===== config.mk =====
export PLATFORM = sky130hd
export DESIGN_NAME = hash_stage_ctrl
export DESIGN_NICKNAME = d
export VERILOG_FILES = /design/src/rtl/hash_stage_pkg.sv /design/src/rtl/hash_byte_rev.sv /design/src/rtl/hash_word_ctr.sv /design/src/rtl/hash_in_buf.sv /design/src/rtl/hash_stage_ctrl.sv
export SDC_FILE = /design/constraint.sdc
export NUM_CORES = 1
export LEC_CHECK = 0
export BUFFER_PORTS_ARGS = -buffer_cell sky130_fd_sc_hd__buf_2
export CAP_MARGIN = 0
export CORE_AREA = 2 2 633 635
export DETAILED_ROUTE_END_ITERATION = 8
export DIE_AREA = 0 0 635 637
export MAX_ROUTING_LAYER = met4
export SLEW_MARGIN = 20
export SYNTH_ARGS = -nofsm -noshare
export SYNTH_HDL_FRONTEND = slang
export SYNTH_SLANG_ARGS = --single-unit

===== constraint.sdc =====
create_clock -name clk -period 2.07 [get_ports clk]
set_input_delay 0.3105 -clock clk [delete_from_list [all_inputs] [get_ports clk]]
set_output_delay 0.3105 -clock clk [all_outputs]
set_load 0.005 [all_outputs]

===== src/rtl/hash_stage_pkg.sv =====
package hash_stage_pkg;

    typedef enum logic [1:0] {
        MODE_MANUAL = 2'd0,
        MODE_AUTO   = 2'd1,
        MODE_DMA    = 2'd2,
        MODE_RSVD   = 2'd3
    } hmode_e;

    localparam logic [1:0] ADR_CTRL = 2'd0;
    localparam logic [1:0] ADR_CFG  = 2'd1;
    localparam logic [1:0] ADR_DATA = 2'd2;

    localparam int CTRL_START = 0;
    localparam int CTRL_SRST  = 1;
    localparam int CFG_WIDE   = 2;
    localparam int CFG_IRQEN  = 3;

    typedef struct packed {
        hmode_e mode;
        logic   wide;
        logic   irq_en;
        logic   busy;
        logic   full;
        logic   ready;
        logic   err;
        logic   dreq;
        logic   start;
    } hstate_t;

endpackage


===== src/rtl/hash_byte_rev.sv =====
module hash_byte_rev #(
    parameter int NBYTES = 4
) (
    input  logic [8*NBYTES-1:0] din,
    output logic [8*NBYTES-1:0] dout
);
    for (genvar g = 0; g < NBYTES; g++) begin : g_lane
        assign dout[8*g +: 8] = din[8*(NBYTES-1-g) +: 8];
    end
endmodule


===== src/rtl/hash_word_ctr.sv =====
module hash_word_ctr #(
    parameter int DEPTH = 32,
    parameter int SHORT = 16,
    localparam int W    = $clog2(DEPTH)
) (
    input  logic         clk,
    input  logic         rst_n,
    input  logic         clr,
    input  logic         inc,
    input  logic         wide,
    output logic [W-1:0] cnt,
    output logic         at_last
);
    localparam logic [W-1:0] LAST_LONG  = W'(DEPTH - 1);
    localparam logic [W-1:0] LAST_SHORT = W'(SHORT - 1);

    logic [W-1:0] cnt_d, cnt_q;

    assign at_last = wide ? (cnt_q == LAST_LONG) : (cnt_q == LAST_SHORT);
    assign cnt     = cnt_q;

    always_comb begin
        cnt_d = cnt_q;
        if (clr) begin
            cnt_d = '0;
        end else if (inc) begin
            cnt_d = at_last ? '0 : cnt_q + 1'b1;
        end
    end

    always_ff @(posedge clk or negedge rst_n) begin
        if (!rst_n) cnt_q <= '0;
        else        cnt_q <= cnt_d;
    end
endmodule


===== src/rtl/hash_in_buf.sv =====
module hash_in_buf #(
    parameter int WORDS = 32,
    parameter int WW    = 32,
    localparam int AW   = $clog2(WORDS)
) (
    input  logic                clk,
    input  logic                rst_n,
    input  logic                we,
    input  logic [AW-1:0]       waddr,
    input  logic [WW-1:0]       wdata,
    output logic [WORDS*WW-1:0] flat
);
    for (genvar g = 0; g < WORDS; g++) begin : g_slot
        logic [WW-1:0] slot_d, slot_q;

        always_comb begin
            slot_d = slot_q;
            if (we && (waddr == AW'(g))) slot_d = wdata;
        end

        always_ff @(posedge clk or negedge rst_n) begin
            if (!rst_n) slot_q <= '0;
            else        slot_q <= slot_d;
        end

        assign flat[g*WW +: WW] = slot_q;
    end
endmodule


===== src/rtl/hash_stage_ctrl.sv =====
module hash_stage_ctrl
    import hash_stage_pkg::*;
#(
    parameter int MAX_WORDS   = 32,
    parameter int SHORT_WORDS = 16,
    parameter int DIG_WORDS   = 16,
    localparam int WORD_W     = 32,
    localparam int CNT_W      = $clog2(MAX_WORDS),
    localparam int DSEL_W     = $clog2(DIG_WORDS)
) (
    input  logic                        clk,
    input  logic                        rst_n,
    input  logic                        reg_wr,
    input  logic [1:0]                  reg_addr,
    input  logic [WORD_W-1:0]           reg_wdata,
    input  logic [DSEL_W-1:0]           dig_sel,
    output logic [WORD_W-1:0]           dig_word,
    output logic                        core_start,
    output logic                        core_wide,
    output logic [MAX_WORDS*WORD_W-1:0] core_block,
    input  logic                        core_done,
    input  logic [DIG_WORDS*WORD_W-1:0] core_digest,
    output logic                        busy,
    output logic                        ready,
    output logic                        err,
    output logic                        irq,
    output logic                        dma_req
);
    hstate_t s_d, s_q;

    logic              accept;
    logic              ctr_clr;
    logic              go;
    logic              at_last;
    logic [CNT_W-1:0]  slot;
    logic [WORD_W-1:0] wdata_be;
    logic [WORD_W-1:0] dig_raw;

    hash_byte_rev #(.NBYTES(WORD_W/8)) u_in_rev (
        .din  (reg_wdata),
        .dout (wdata_be)
    );

    hash_word_ctr #(.DEPTH(MAX_WORDS), .SHORT(SHORT_WORDS)) u_ctr (
        .clk     (clk),
        .rst_n   (rst_n),
        .clr     (ctr_clr),
        .inc     (accept),
        .wide    (s_q.wide),
        .cnt     (slot),
        .at_last (at_last)
    );

    hash_in_buf #(.WORDS(MAX_WORDS), .WW(WORD_W)) u_buf (
        .clk   (clk),
        .rst_n (rst_n),
        .we    (accept),
        .waddr (slot),
        .wdata (wdata_be),
        .flat  (core_block)
    );

    assign dig_raw = core_digest[dig_sel*WORD_W +: WORD_W];

    hash_byte_rev #(.NBYTES(WORD_W/8)) u_out_rev (
        .din  (dig_raw),
        .dout (dig_word)
    );

    always_comb begin
        s_d       = s_q;
        s_d.start = 1'b0;
        accept    = 1'b0;
        ctr_clr   = 1'b0;
        go        = 1'b0;

        if (core_done && s_q.busy) begin
            s_d.busy  = 1'b0;
            s_d.ready = 1'b1;
            if (s_q.mode == MODE_DMA) s_d.dreq = 1'b1;
        end

        if (reg_wr) begin
            unique case (reg_addr)
                ADR_CTRL: begin
                    if (reg_wdata[CTRL_SRST]) begin
                        s_d.full = 1'b0;
                        s_d.err  = 1'b0;
                        ctr_clr  = 1'b1;
                    end else if (reg_wdata[CTRL_START] && s_q.full && !s_q.busy) begin
                        go = 1'b1;
                    end
                end
                ADR_CFG: begin
                    if (!s_q.busy) begin
                        s_d.mode   = hmode_e'(reg_wdata[1:0]);
                        s_d.wide   = reg_wdata[CFG_WIDE];
                        s_d.irq_en = reg_wdata[CFG_IRQEN];
                        s_d.full   = 1'b0;
                        s_d.dreq   = (reg_wdata[1:0] == MODE_DMA);
                        ctr_clr    = 1'b1;
                    end
                end
                ADR_DATA: begin
                    if (s_q.busy || s_q.full) begin
                        s_d.err = 1'b1;
                    end else begin
                        accept    = 1'b1;
                        s_d.ready = 1'b0;
                        s_d.dreq  = 1'b0;
                        if (at_last) begin
                            if (s_q.mode == MODE_AUTO || s_q.mode == MODE_DMA) go = 1'b1;
                            else s_d.full = 1'b1;
                        end
                    end
                end
                default: ;
            endcase
        end

        if (go) begin
            s_d.start = 1'b1;
            s_d.busy  = 1'b1;
            s_d.ready = 1'b0;
            s_d.full  = 1'b0;
        end
    end

    always_ff @(posedge clk or negedge rst_n) begin
        if (!rst_n) begin
            s_q <= '{mode: MODE_MANUAL, default: 1'b0};
        end else begin
            s_q <= s_d;
        end
    end

    assign core_start = s_q.start;
    assign core_wide  = s_q.wide;
    assign busy       = s_q.busy;
    assign ready      = s_q.ready;
    assign err        = s_q.err;
    assign irq        = s_q.ready & s_q.irq_en;
    assign dma_req    = s_q.dreq;
endmodule


==> results of run 1 <==
worst max path at each step:
| stage | startpoint | end | slack [ps] | cells past startpoint |
|---|---|---|---|---|
| after floorplan | dig_sel[0] | dig_word[0] | -40 | 4 |
| after detailed placement | dig_sel[0] | dig_word[26] | -560 | 5 |
| after global routing | dig_sel[0] | dig_word[26] | -370 | 5 |
| after CTS | dig_sel[0] | dig_word[26] | -350 | 5 |
| final | dig_sel[0] | dig_word[29] | -430 | 5 |
| after global placement | dig_sel[0] | dig_word[26] | -550 | 5 |
registers in the layout, summed over array words and instances, names as in the netlist:
signal and cells:
u_ctr.cnt 5, dma_req 1, core_start 1, err 1, busy 1, u_buf.g_slot.slot_q 1024, ready 1, s_q 4
core_wide 1
cell families after synthesis:
family,count (synthesis),synth area share [%]
compound gates,21,0.3132
fa+ha+maj,10,0.2900
buf+inv,244,2.718
flops,1039,60.27
mux,1190,35.24
simple gates,73,1.175
cells in the final DEF, fill, tap and decap left out, drive strengths merged, types with 3 or more instances in the layout:
cell         synthesis  routed
a21oi                7       7
ha                  10      10
dfrtp             1039    1039
mux2              1029    1029
mux4               160     160
dlygate4sd3          0      14
clkinv               0      20
nand3                5       5
clkbuf             120     194
diode                0     470
nor2                 4       4
inv                  8      17
nor3                 3       3
buf                116    1964
nand2               31      31
and3                12      12
clkinvlp             0       5
final cells by class:
class / instances / area (um2) / area share, %
clock buffer: 178 / 3532 / 5.145
antenna: 470 / 1176 / 1.713
timing repair buffer: 1995 / 14190 / 20.68
sequential: 1039 / 26000 / 37.87
inverter: 8 / 30.03 / 0.04374
clock inverter: 36 / 304.0 / 0.4429
multi-input combinational: 1295 / 16830 / 24.51
tap: 5265 / 6588 / 9.595
layer usage:
metal / global-route usage, % / vias up
li1: - / 13678
met1: 13.43 / 17788
met2: 27.04 / 1664
met3: 3.682 / 629
met4: 11.30 / 0
met5: - / -
worst max-delay path, delay by kind of cell:
family	cells	cell delay, ps
muxes	2	1360
buffers and inverters	3	510
power groups by stage:
stage | sequential (mW) | combinational [mW] | clock [mW]
2_1_floorplan | 22.2 | 1.93 | 0
3_3_place_gp | 22.1 | 6.36 | 0
3_5_place_dp | 22.1 | 6.35 | 0
4_1_cts | 21.8 | 6.64 | 21.6
5_1_grt | 21.9 | 6.97 | 22.3
6_report | 21.8 | 6.67 | 20.9
through the flow:
stage / cells / TNS, ps / utilization [%] / hold WS [ps] / setup WS [ps]
final: 10286 / -110250 / 17.25 / 147.4 / -433.0
after global routing: 10259 / -174640 / 17.23 / 116.1 / -372.2
after CTS: 9778 / -140530 / 16.70 / 80.90 / -346.9
after detailed placement: 9469 / -213060 / 15.13 / 469.4 / -556.8
after global placement: 9469 / -208300 / 15.13 / 463.4 / -546.0
after floorplan: 2577 / -739.9 / - / 14.91 / -36.99
repair_timing:
action,CTS,global route
pin swaps,14,8
setup endpoints to repair,655,1051
cloned,32,17
endpoints found under the hold margin,683,0
gates resized for setup,228,128
buffers inserted,54,39
hold buffers,14,0
==> flow_summary.ini, run 1 <==
[floorplan]
core_um2 = 398000
dieHeight_um = 637
dieArea_um2 = 404500
ios = 1617
rows = 232
die_x_um = 635
start_util_pct = 10.84

[setup_path]
slowest_delay_ps = 750
required_ps = 1760
crit_type = primary input to primary output
start_kind = primary input
r2r_slack_ps = -240
slowest_stage = mux4_2
cp_max_fo = 5
reg2reg_from = busy
path_cells = buf_16, buf_8, mux4_2, mux4_2, buf_6
end_kind = primary output
reg2reg_depth = 8
cp_common_cell = mux4_2
timing.rr.end = u_buf.g_slot[29].slot_q[6]
worst_ep_arrival_time_ps = 2190

[sta]
final-hold-violation-count = 0
clock_skew_ps = 111.7
slew_viol_final = 0
fin_crit_sh_pct = 120.9
relSlewSlack_pct = 34.48
tightest_slew_ps = 982.8
timing.fmax_mhz = 399.5
setup_slack_ps = -433.0
min_period_ps = 2503
setup_viol = 977
rsz0062_at_grt = true

[outcome]
status = complete, but fails checks
violations = negative setup slack

[logic_synthesis]
synth_cells = 2577
ys_seq_area_share_pct = 60.27
synthDistinctLibCells = 47
ys_top_cells_by_area = dfrtp_1 (60%), mux2_2 (26%), mux4_2 (8.4%)
synth.most_common_cell = dfrtp_1
synth_area_leader_cell = dfrtp_1
synthTopCellsByCount = dfrtp_1 (1039), mux2_2 (977), mux4_2 (160)
syn_area_um2 = 43140
ys_warn_count = 0
syn_area_per_cell_um2 = 16.74
synthArstFlopShare_pct = 100.0
synthFlopType = dfrtp_1
synth-edff-count = 0
synth-seq-cells = 1039
syn_nets = 3141
synth_top_area_share_pct = 60.27

[hold_path]
hold_path_class = primary input to flip-flop
holdPathStages = 3
hold_path_end = u_buf.g_slot[27].slot_q[22]
hp-start = reg_wdata[14]

[route]
dr_wl_met3_um = 18640
wire_per_inst_um = 30.14
finalWirelength_um = 310000
vias = 33759
route.met2.wl_um = 164000
top_layer = met4
drt_iter0_drc = 2296
via_per_inst = 3.282
first_pass_iters = 5
antenna_left = 0
met1_length_um = 98560
drc_errors = 0

[cells_and_area]
syn_to_final_growth_pct = 59.14
drive_above_1_share_pct = 74.16
fill_cells = 43941
finalInstanceArea_um2 = 68650
nNetsFinal = 5024

[power]
seqPwrFrac_pct = 44.1
powerDensity_nw_per_um2 = 719.7
power_mw = 49.41
clockPowerShare_pct = 42.4
p_leak_nw = 34.96
peakVddDrop_v = 0.0007040
power_frac_comb_pct = 13.5
p_int_mw = 36.30
switching_power_mw = 13.11
sw_frac_of_total_pct = 26.53

[clocking]
cts_tree = done
cts_buffer_depth = 4
root_buffer = clkbuf_16
clk_pin_slew_worst_paths_ps = 60
cts_made_buffers = 121
worstSkewPairLatency_ps = 870
clock-sinks = 1039
htree_levels = 3

[grt]
antenna_found_initial = 181
grt_pass1_wl_um = 378400
grt_max_degree = 121
overflow = 0
grt_use_total_pct = 14.92
grt_pass1_vias = 32769

[placed_design]
io_buffers = 1616
dpl_cell_area_um2 = 60200
routabilityCongestion = 1.045
dpl.hpwl_um = 238200

[job]
drv_cap = 0
No activity file was read; power rests on OpenSTA's default activity.
==> run 2, diff against run 1 <==
- ABC_AREA: not set -> 1
- CORE_AREA: 2 2 633 635 -> 2 2 637 639
- DIE_AREA: 0 0 635 637 -> 0 0 639 641
==> flow_summary.ini, run 2 <==
[route]
via_per_inst = 3.668
drc_errors = 0
antenna_left = 0
first_pass_iters = 7
route.met2.wl_um = 163400
vias = 45298
met1_length_um = 106100
top_layer = met4
wire_per_inst_um = 25.45
finalWirelength_um = 314300
drt_iter0_drc = 3837
dr_wl_met3_um = 22960

[floorplan]
rows = 233
dieArea_um2 = 409600
core_um2 = 402000
die_x_um = 639
dieHeight_um = 641
start_util_pct = 10.88
ios = 1617

[logic_synthesis]
syn_nets = 5705
syn_area_um2 = 43750
synth_top_area_share_pct = 59.42
synthTopCellsByCount = nand2_1 (1849), dfrtp_1 (1039), o21ai_0 (901)
ys_warn_count = 0
synth-edff-count = 0
ys_seq_area_share_pct = 59.42
synth_cells = 5141
synth_area_leader_cell = dfrtp_1
ys_top_cells_by_area = dfrtp_1 (59%), nand2_1 (16%), o21ai_0 (10%)
synthArstFlopShare_pct = 100.0
syn_area_per_cell_um2 = 8.511
synthDistinctLibCells = 24
synthFlopType = dfrtp_1
synth.most_common_cell = nand2_1
synth-seq-cells = 1039

[cells_and_area]
final_common_cell = nand2_1
top_register = u_buf.g_slot.slot_q
syn_to_final_growth_pct = 53.98
finalInstanceArea_um2 = 67370
multiInputGateArea_um2 = 16170
nNetsFinal = 7470
mostFrequentLayoutCells = nand2_1 (1781), buf_2 (1581), dfrtp_1 (1039)
largest_register_ffs = 1024
register_area_um2 = 26000
fin_cells = 12351
utilization_pct = 16.76
drive_above_1_share_pct = 34.87
fill_cells = 45544

[hold_path]
hold_path_class = primary input to flip-flop

[sta]
clock_skew_ps = 148.3
final-hold-violation-count = 0
setup_viol = 19
slew_viol_final = 0
min_period_ps = 2159
rsz0062_at_grt = true
setup_slack_ps = -88.61
fin_crit_sh_pct = 104.3
relSlewSlack_pct = 54.33
tightest_slew_ps = 685.0
timing.fmax_mhz = 463.3

[setup_path]
end_kind = primary output
r2r_slack_ps = -50
cp-startpoint = dig_sel[0]
reg2reg_depth = 9
reg2reg_from = s_q[4]
start_kind = primary input
critical_path.endpoint = dig_word[22]
required_ps = 1760
worst_ep_arrival_time_ps = 1850
timing.rr.end = u_buf.g_slot[11].slot_q[8]
cp_max_fo = 6
crit_type = primary input to primary output

[placed_design]
dp_cells = 12001
dpl_cell_area_um2 = 61390
dpl.hpwl_um = 250100
routabilityCongestion = 1.001
dpl_worst_slack_ps = -787.0
io_buffers = 1616

[power]
power_frac_comb_pct = 15.1
p_leak_nw = 34.96
seqPwrFrac_pct = 42.3
sw_frac_of_total_pct = 28.98
p_int_mw = 36.05
switching_power_mw = 14.71
clockPowerShare_pct = 42.6
powerDensity_nw_per_um2 = 753.5
peakVddDrop_v = 0.0006815
power_mw = 50.76

[outcome]
violations = negative setup slack
status = complete, but fails checks

[clocking]
root_buffer = clkbuf_16
cts_tree = done
clock-sinks = 1039
cts_buffer_depth = 4
worstSkewPairLatency_ps = 900
htree_levels = 3
cts_made_buffers = 118
clk_pin_slew_worst_paths_ps = 60

[grt]
grt_max_degree = 91
grt_use_total_pct = 14.77
overflow = 0
grt_pass1_vias = 43203
grt_pass1_wl_um = 398000
antenna_found_initial = 106

[job]
drv_cap = 0
==> run 2: cell types whose count changed in the layout (fill, tap and decap cells not counted), sizes merged, moves of 18 or more <==
cell | before | now
o21a | 1 | 64
o211ai | 0 | 37
inv | 17 | 168
clkbuf | 194 | 176
nor2 | 4 | 216
mux2 | 1029 | 0
nand3 | 5 | 240
mux4 | 160 | 0
o21ai | 2 | 1064
dlygate4sd3 | 14 | 38
diode | 470 | 69
nand2 | 31 | 1864
buf | 1964 | 2024
==> run 2: timing repair <==
action,in CTS,in global routing
cloned,8,9
hold endpoints to repair,1236,0
buffers inserted,6,13
setup endpoints to repair,35,245
hold buffers,38,0
pin swaps,28,31
resized for setup,153,141
==> run 2: cells by family (layout without fill, tap and decap cells) <==
kind of cell,after synthesis,after routing,synth area share [%]
AO/OA/AOI/OAI,1168,1168,13.94
adder cells (fa/ha/maj),10,10,0.2860
AND/OR/NAND/NOR,2324,2324,21.00
other,0,69,0
buffers and inverters,599,2453,5.333
flip-flops,1039,1039,59.42
XOR/XNOR,1,1,0.02002
==> run 2: worst max-delay path, cell delays in order <==
cell       delay [ps]
clkbuf_16         150
buf_16            150
o211ai_1          550
nand3_1           200
nand3_1           130
buf_6             130
nand2_8            70
buf_6             130
==> run 2: cell type report <==
| cell class | instances | area share [%] |
|---|---|---|
| flip-flops and latches | 1039 | 38.59 |
| multi-input cells | 3503 | 24.00 |
| repair buffers | 2074 | 20.52 |
| well taps | 5287 | 9.819 |
| clock buffers | 167 | 5.012 |
| inverters | 169 | 1.012 |
| clock inverters | 42 | 0.7781 |
| diodes | 69 | 0.2563 |
| repair inverters | 1 | 0.01300 |
==> run 2: worst min-delay path by stage <==
stage                                      from                           to  slack (ps)  cells after the start
detailed placement  u_buf.g_slot[30].slot_q[10]  u_buf.g_slot[30].slot_q[10]         470                      2
CTS                               reg_wdata[16]    u_buf.g_slot[1].slot_q[8]           9                      4
global placement     u_buf.g_slot[30].slot_q[5]   u_buf.g_slot[30].slot_q[5]         460                      2
floorplan                                 rst_n                         busy          10                      0
finish                            reg_wdata[16]    u_buf.g_slot[3].slot_q[8]          80                      4
global route                      reg_wdata[16]   u_buf.g_slot[17].slot_q[8]          90                      4
==> run 2: metal layers <==
metal,track usage [%],up-vias
li1,-,20163
met1,15.01,22238
met3,2.967,610
met4,8.441,0
met5,-,-
met2,26.39,2287
==> run 2: stage by stage <==
stage          hold slack (ps)  setup TNS, ps
2_1_floorplan            14.91              0
3_3_place_gp             460.6          -9923
3_5_place_dp             467.3         -11600
4_1_cts                  8.569         -595.6
5_1_grt                  94.10          -2321
6_report                 84.01         -405.0
==> run 2: power groups by stage <==
| stage | registers [mW] | clock network [mW] | logic [mW] |
|---|---|---|---|
| final | 21.5 | 21.6 | 7.68 |
| after global routing | 21.6 | 22.9 | 8.09 |
| after CTS | 21.5 | 22.2 | 7.65 |
| after detailed placement | 21.8 | 0 | 7.32 |
| after global placement | 21.8 | 0 | 7.33 |
| after floorplan | 21.9 | 0 | 1.97 |
